==> src/rtl/exc_entry_pkg.sv <==
package exc_entry_pkg;
  // Request kind encoding
  localparam logic [3:0] KIND_INTERRUPT  = 4'd0;
  localparam logic [3:0] KIND_POR        = 4'd1;
  localparam logic [3:0] KIND_SOFT_RESET = 4'd2;
  localparam logic [3:0] KIND_NMI        = 4'd3;

  // Status bit positions
  localparam int ST_EXL = 1;
  localparam int ST_BEV = 22;
  localparam int ST_CU1 = 29;

  // Cause field positions
  localparam int CA_CODE_LO = 2;
  localparam int CA_CODE_W  = 5;
  localparam int CA_CE_LO   = 28;
  localparam int CA_CE_W    = 2;
  localparam int CA_BD      = 31;

  // Shadow-set control field positions
  localparam int SS_W      = 4;
  localparam int SS_CUR_LO = 0;
  localparam int SS_PRV_LO = 6;
  localparam int SS_EXC_LO = 12;

  typedef enum logic [1:0] {
    PATH_EXC,
    PATH_POR,
    PATH_UNSUP
  } entry_path_e;
endpackage

==> src/rtl/exc_vector_sel.sv <==
module exc_vector_sel
  import exc_entry_pkg::*;
#(
  parameter int          XLEN        = 32,
  parameter logic [31:0] BASE_NORMAL = 32'h8000_0000,
  parameter logic [31:0] BASE_BOOT   = 32'hBFC0_0200,
  parameter logic [31:0] POR_VECTOR  = 32'hBFC0_0000,
  parameter logic [11:0] OFS_GENERAL = 12'h180
) (
  input  logic [3:0]      kind,
  input  logic            bev,
  output logic [XLEN-1:0] target
);
  logic [XLEN-1:0] base;
  logic [XLEN-1:0] offset;

  always_comb begin
    base   = bev ? XLEN'(BASE_BOOT) : XLEN'(BASE_NORMAL);
    offset = (kind == KIND_INTERRUPT) ? '0 : XLEN'(OFS_GENERAL);
    if (kind == KIND_POR) target = XLEN'(POR_VECTOR);
    else                  target = base + offset;
  end
endmodule

==> src/rtl/exc_state_calc.sv <==
module exc_state_calc
  import exc_entry_pkg::*;
#(
  parameter int XLEN       = 32,
  parameter int INSN_BYTES = 4
) (
  input  logic [3:0]      kind,
  input  logic [4:0]      code,
  input  logic [XLEN-1:0] pc,
  input  logic [XLEN-1:0] npc,
  input  logic [XLEN-1:0] status_i,
  input  logic [XLEN-1:0] srsctl_i,
  input  logic [XLEN-1:0] cause_i,
  output entry_path_e     path,
  output logic [XLEN-1:0] status_o,
  output logic [XLEN-1:0] srsctl_o,
  output logic [XLEN-1:0] cause_o,
  output logic [XLEN-1:0] epc_o
);
  localparam logic [XLEN-1:0] STEP = XLEN'(INSN_BYTES);

  logic in_slot;
  logic rotate;

  always_comb begin
    unique case (kind)
      KIND_POR:                  path = PATH_POR;
      KIND_SOFT_RESET, KIND_NMI: path = PATH_UNSUP;
      default:                   path = PATH_EXC;
    endcase
  end

  assign in_slot = (npc != pc + STEP);
  assign rotate  = !status_i[ST_EXL] && !status_i[ST_BEV];

  always_comb begin
    status_o = status_i;
    srsctl_o = srsctl_i;
    cause_o  = cause_i;
    epc_o    = pc;
    if (path == PATH_POR) begin
      status_o[ST_CU1] = 1'b1;
    end else begin
      status_o[ST_EXL] = 1'b1;
      if (rotate) begin
        srsctl_o[SS_PRV_LO +: SS_W] = srsctl_i[SS_CUR_LO +: SS_W];
        srsctl_o[SS_CUR_LO +: SS_W] = srsctl_i[SS_EXC_LO +: SS_W];
      end
      cause_o[CA_CODE_LO +: CA_CODE_W] = code;
      cause_o[CA_CE_LO +: CA_CE_W]     = '0;
      cause_o[CA_BD]                   = in_slot;
      epc_o = in_slot ? pc - STEP : pc;
    end
  end
endmodule

==> src/rtl/exc_entry_unit.sv <==
module exc_entry_unit
  import exc_entry_pkg::*;
#(
  parameter int XLEN       = 32,
  parameter int INSN_BYTES = 4
) (
  input  logic            clk,
  input  logic            rst_n,
  input  logic            req_valid,
  output logic            req_ready,
  input  logic [3:0]      req_kind,
  input  logic [4:0]      req_code,
  input  logic [XLEN-1:0] req_pc,
  input  logic [XLEN-1:0] req_npc,
  input  logic [XLEN-1:0] status_in,
  input  logic [XLEN-1:0] srsctl_in,
  input  logic [XLEN-1:0] cause_in,
  output logic [XLEN-1:0] status_out,
  output logic [XLEN-1:0] srsctl_out,
  output logic [XLEN-1:0] cause_out,
  output logic [XLEN-1:0] epc_out,
  output logic            redirect_valid,
  output logic [XLEN-1:0] redirect_pc,
  output logic            unsupported_err
);
  entry_path_e     path;
  logic [XLEN-1:0] nx_status, nx_srsctl, nx_cause, nx_epc, nx_target;
  logic            commit;

  assign req_ready = 1'b1;

  exc_state_calc #(.XLEN(XLEN), .INSN_BYTES(INSN_BYTES)) calc_i (
    .kind(req_kind), .code(req_code), .pc(req_pc), .npc(req_npc),
    .status_i(status_in), .srsctl_i(srsctl_in), .cause_i(cause_in),
    .path(path), .status_o(nx_status), .srsctl_o(nx_srsctl),
    .cause_o(nx_cause), .epc_o(nx_epc)
  );

  exc_vector_sel #(.XLEN(XLEN)) vec_i (
    .kind(req_kind), .bev(status_in[ST_BEV]), .target(nx_target)
  );

  assign commit = req_valid && req_ready && (path != PATH_UNSUP);

  always_ff @(posedge clk) begin
    if (!rst_n) begin
      status_out      <= '0;
      srsctl_out      <= '0;
      cause_out       <= '0;
      epc_out         <= '0;
      redirect_pc     <= '0;
      redirect_valid  <= 1'b0;
      unsupported_err <= 1'b0;
    end else begin
      redirect_valid  <= commit;
      unsupported_err <= req_valid && (path == PATH_UNSUP);
      if (commit) begin
        status_out  <= nx_status;
        srsctl_out  <= nx_srsctl;
        cause_out   <= nx_cause;
        epc_out     <= nx_epc;
        redirect_pc <= nx_target;
      end
    end
  end
endmodule

==> config.mk <==
export PLATFORM = sky130hd
export DESIGN_NAME = exc_entry_unit
export DESIGN_NICKNAME = d
export VERILOG_FILES = /design/src/rtl/exc_entry_pkg.sv /design/src/rtl/exc_vector_sel.sv /design/src/rtl/exc_state_calc.sv /design/src/rtl/exc_entry_unit.sv
export SDC_FILE = /design/constraint.sdc
export NUM_CORES = 1
export LEC_CHECK = 0
export BUFFER_PORTS_ARGS = -buffer_cell sky130_fd_sc_hd__buf_2
export CAP_MARGIN = 5
export CORE_AREA = 5 5 127 129
export DETAILED_ROUTE_END_ITERATION = 10
export DIE_AREA = 0 0 132 134
export PLACE_DENSITY = 0.85
export SYNTH_ARGS = -nofsm -noshare
export SYNTH_HDL_FRONTEND = slang
export SYNTH_SLANG_ARGS = --single-unit
==> constraint.sdc <==
create_clock -name clk -period 5.9 [get_ports clk]
set_input_delay 0.59 -clock clk [delete_from_list [all_inputs] [get_ports clk]]
set_output_delay 0.59 -clock clk [all_outputs]
set_load 0.01 [all_outputs]
# Word-level counts from Yosys, hierarchy flattened
# Cells that the tools add are included.
[word_totals]
regBits = 162
word_cells = 39
[op_classes]
mux = 15
addsub = 3
eq_ne = 7
n_reduce_logical = 7
[op_table]
columns = ["cell", "count"]
rows = [
  ["$mux W32", 3],
  ["$add A32 B3 Y32 const B", 1],
  ["$add A32 B32 Y32", 1],
  ["$ne A32 B32 Y1", 1],
  ["$sub A32 B3 Y32 const B", 1],
  ["$mux W30", 1],
  ["$mux W4", 4],
  ["$mux W9", 1],
  ["$eq A4 B2 Y1 const B", 2],
  ["$mux W5", 1],
  ["$eq A4 B1 Y1 const B", 1],
  ["$logic_not A4 Y1", 1],
  ["$pmux W2 S2", 1],
  ["$logic_and A1 B1 Y1", 3],
  ["$mux W1", 3],
  ["$eq A2 B1 Y1 const B", 1],
  ["$eq A2 B2 Y1 const B", 1],
  ["$logic_not A1 Y1", 2],
  ["$mux W2", 1],
  ["$ne A2 B2 Y1 const B", 1],
  ["$reduce_or A2 Y1", 1],
]

# Depth between registers and ports, before layout
[depth]
depth_word = 5
mapped_depth = 13
mapped_depth_nobuf = 9

# Modules after synthesis
# Synthesis repeated with hierarchy kept, for this count alone.
[hier_totals]
cells_unflattened = 1133
area_unflattened_um2 = 9380.2
[by_module_without_submodules]
columns = ["module", "area_each_um2", "cells_each", "n_inst"]
rows = [
  ["exc_entry_unit", 6394.9, 703, 1],
  ["exc_state_calc", 2731.4, 395, 1],
  ["exc_vector_sel", 254.0, 35, 1],
]

# Least setup slack after synthesis
# OpenSTA, ideal clock, no wires.
[synth_path]
path_type = "input to register"
startpoint = "input req_pc[11]"
endpoint = "register epc_out[25]"
path_stages = 11
required_ns = 5.821
slack_ns = 2.636
setup_ns = 0.079
path_buffers = 3
arrival_ns = 3.185
cell_sequence = "buf_2 -> nand4_2 -> or4_1 -> or4_4 -> xor2_1 -> a31o_1 -> and4_1 -> buf_6 -> buf_6 -> or4_1 -> o211ai_1"
[synth_between]
elab_chain_cells = 4
elab_cells_between_ends = 5
classes_between = "2 x add/sub; 1 x eq/ne; 2 x mux"
[synth_lines]
columns = ["item", "line", "text"]
rows = [
  ["start, declared", "exc_entry_unit.sv:13", "input logic [XLEN-1:0] req_pc,"],
  ["$add A32 B3 Y32", "exc_state_calc.sv:33", "assign in_slot = (npc != pc + STEP);"],
  ["$ne A32 B32 Y1", "exc_state_calc.sv:33", ""],
  ["$mux W32 (*)", "exc_state_calc.sv:52", "epc_o = in_slot ? pc - STEP : pc;"],
  ["$mux W32 (*)", "exc_state_calc.sv:41", "if (path == PATH_POR) begin"],
  ["end signal, assigned", "exc_entry_unit.sv:61", "epc_out <= nx_epc;"],
  ["end, declared", "exc_entry_unit.sv:21", "output logic [XLEN-1:0] epc_out,"],
]
# Mark *: on every way between the ends. The rest lies on a longest branch, timed or not.
# A chain may end at the register's enable or synchronous reset.

# Final worst setup path
[layout_path]
startpoint = "input req_pc[2]"
endpoint = "register epc_out[30]"
# Same word-level chain as after synthesis.

==> impl_metrics.py <==
metrics = {
    "place": {
        "place.gp.congestion": 0.957,
        "pre_cts_ws_ns": 1.71,
        "place_hpwl_microns": 17000,
        "portBuffers": 313,
    },
    "power": {
        "p_leak_nw": 3.96,
        "p_seq_frac": 0.416,
        "switching_share": 0.288,
        "p_comb_frac": 0.168,
        "power_density_nw_per_um2": 273,
        "power_mw": 2.40,
        "irDropWorstVdd_v": 0.000199,
        "p_int_mw": 1.71,
        "pwr-share-clk": 0.415,
        "switchingPower_uw": 692,
    },
    "die": {
        "start_util": 0.456,
        "num_io_pins": 335,
        "fp.dieH_microns": 134,
        "row_count": 45,
        "die_area_sq_um": 17700,
        "fp.dieW_microns": 132,
        "core_sq_um": 14900,
    },
    "setup_path": {
        "crit_type": "input pin to flop",
        "end_kind": "flop",
        "critPathBufInv": 2,
        "critPathMostFrequentCell": "and4_1",
        "r2r_start": "epc_out[10]$_SDFFE_PN0P_",
        "rr_endpoint": "epc_out[10]$_SDFFE_PN0P_",
        "slowest_stage": "and4_1",
        "required_ns": 6.20,
        "path_max_fanout": 31,
        "arrival_ns": 4.15,
        "path_depth": 11,
        "cp_slowest_stage_delay_ns": 0.97,
        "start_kind": "input pin",
        "path_cells": "buf_2, ha_1, nand4_1, nor3_1, and4_1, o22ai_1, a2111oi_0, and4_1, buf_4, nor4_1, a211o_1",
        "ff2ff_path_depth": 4,
        "ff2ff_setup_slack_ns": 5.01,
        "cpLargestDelayFamily": "simple AND/OR/NAND/NOR gates",
    },
    "synth": {
        "synth_warnings": 0,
        "synth_seq_cells": 134,
        "synthFlopType": "dfxtp_1",
        "yosysSeqAreaShare": 0.395,
        "syn_area_per_cell_sq_um": 7.54,
        "ys_types": 56,
        "synth_edf_count": 0,
        "synthCells": 902,
        "synthArstFlopShare": 0,
        "syn_area_sq_um": 6800,
    },
    "global_routing": {
        "antenna_found_initial": 2,
        "overflow": 0,
        "grt_use_total": 0.243,
        "grt_start_max_net_pins": 100,
        "grt_pass1_wl_microns": 35200,
        "grt_pass1_vias": 7031,
    },
    "timing": {
        "finalWorstSetupSlack_ns": 2.05,
        "maxSlewViolCount": 0,
        "grt_setup_unrepaired": "no",
        "worstMarginPinSlew_ns": 1.20,
        "whs_ns": 0.407,
        "slew_headroom": 0.198,
        "hold_viol": 0,
        "fin_crit_ns": 3.85,
        "setup_viol": 0,
        "period_share": 0.653,
        "fmax_mhz": 259,
        "tns_ns": 0,
        "fin_worst_skew_ns": 0,
    },
    "status": {
        "run_status": "complete, no violations",
    },
    "route": {
        "drtIter0Drc": 611,
        "vias": 7588,
        "post_drt_wl_per_cell_microns": 17.1,
        "ant_nets": 0,
        "routed_wl_microns": 23300,
        "drc_errors": 0,
        "firstDrtPassIters": 5,
        "via_per_inst": 5.58,
    },
    "cells_and_area": {
        "nNetsFinal": 1332,
        "postLayoutCoreUtil": 0.589,
        "area_growth_syn_to_layout_pct": 29.3,
        "drive_gt1_frac": 0.313,
    },
    "clock_tree": {
        "cts_made_buffers": 17,
        "cts_hold_buf": 0,
        "cts_setup_buffers": 0,
        "clk_pin_slew_ns": 0.06,
        "cts_resized": 0,
        "cts_tree": "done",
        "clock_latency_ns": 0.41,
        "cts_sinks": 134,
        "htree_levels": 4,
        "cts_root_buf": "clkbuf_16",
        "clock_path_buffers": 2,
    },
    "min_path": {
        "min_from": "status_in[23]",
        "holdPathEnd": "status_out[23]$_SDFFE_PN0P_",
        "min-delay-path-class": "input pin to flop",
        "min_path_cells": 3,
    },
    "flow_run": {
        "cap_violations": 0,
    },
}
-- sequential cells by signal, indices dropped and copies added (netlist names) --
signal,flops
epc_out,32
cause_out,32
status_out,32
unsupported_err,1
srsctl_out,32
redirect_pc,4
redirect_valid,1
-- cell usage in the layout (no fill, tap or decap), drive strengths merged, types with 9 or more instances in the layout --
cell type and n:
a21oi 103, a31oi 33, buf 319, clkbuf 19, conb 21, dfxtp 134, inv 14, nand2 219
nand3 39, nand4 14, nor2 23, nor3 18, o211ai 9, o21ai 29, o31ai 11, or3 20
or4 17, xnor2 17, xor2 20
-- cell families (layout without fill, tap and decap cells) --
kind of cell             count (synthesis)  in the layout  synth area share
XOR/XNOR                                37             37            0.0477
adder cells (fa/ha/maj)                  2              2           0.00368
buffers and inverters                  112            362            0.0817
AND/OR/NAND/NOR                        389            389             0.268
multiplexers                             3              3           0.00497
flip-flops                             134            134             0.395
other                                    2             23           0.00110
AO/OA/AOI/OAI                          223            223             0.198
-- layout make-up --
class                           count  area (sq um)
Inverter                           11          41.3
Fill cell                        1317          6130
Timing Repair Buffer              319          1610
Tap cell                          188           235
Clock buffer                       19           433
Sequential cell                   134          2680
Multi-Input combinational cell    675          3660
Antenna cell                        2          5.00
Clock inverter                     13           123
-- synth_stat cells, types with 7 or more instances --
library cell | n | area [sq um]
a21oi_1 | 103 | 515
a31oi_1 | 33 | 206
a32oi_1 | 7 | 61.3
buf_2 | 9 | 45.0
buf_4 | 29 | 218
clkbuf_1 | 59 | 221
dfxtp_1 | 134 | 2680
inv_1 | 11 | 41.3
nand2_1 | 219 | 822
nand3_1 | 39 | 195
nand4_1 | 13 | 81.3
nor2_1 | 23 | 86.3
nor3_1 | 17 | 85.1
nor4_1 | 7 | 43.8
o211ai_1 | 9 | 67.6
o21ai_0 | 29 | 145
o31ai_1 | 11 | 82.6
or3_1 | 20 | 125
or4_1 | 15 | 113
xnor2_1 | 17 | 149
xor2_1 | 20 | 175
-- worst min-delay path: stages --
cell and delay (ns):
buf_2 0.09, nand2_1 0.04, a21oi_1 0.05
-- per-layer routing --
layer | track usage | wire length, microns | vias to the layer above
met2 | 0.406 | 11500 | 340
met4 | 0.0926 | 604 | 0
met5 | 0 | 0 | -
li1 | - | - | 3643
met3 | 0.0806 | 2070 | 44
met1 | 0.290 | 9110 | 3561
-- worst max path at each step --
stage	slack [ns]	endpoint	startpoint
after global routing	1.72	epc_out[30]$_SDFFE_PN0P_	req_pc[2]
final	2.05	epc_out[30]$_SDFFE_PN0P_	req_pc[2]
after detailed placement	1.71	epc_out[30]$_SDFFE_PN0P_	req_pc[2]
after floorplan	2.64	epc_out[25]$_SDFFE_PN0P_	req_pc[11]
after global placement	1.74	epc_out[30]$_SDFFE_PN0P_	req_pc[2]
after CTS	2.17	epc_out[30]$_SDFFE_PN0P_	req_pc[2]
-- metrics by stage --
stage          std cells  area, sq um
6_report            1361         8790
5_1_grt             1361         8790
4_1_cts             1359         8780
3_5_place_dp        1327         8230
3_3_place_gp        1327         8230
2_1_floorplan        921         6870
-- power by group through the flow --
stage | clock (mW) | combinational [mW] | sequential (mW)
after floorplan | 0 | 0.203 | 1.04
after global placement | 0 | 0.395 | 1.01
after detailed placement | 0 | 0.400 | 1.02
after CTS | 1.01 | 0.402 | 0.998
after global routing | 1.05 | 0.443 | 1.01
final | 0.997 | 0.404 | 0.999
(Power assumes the default switching activity.)
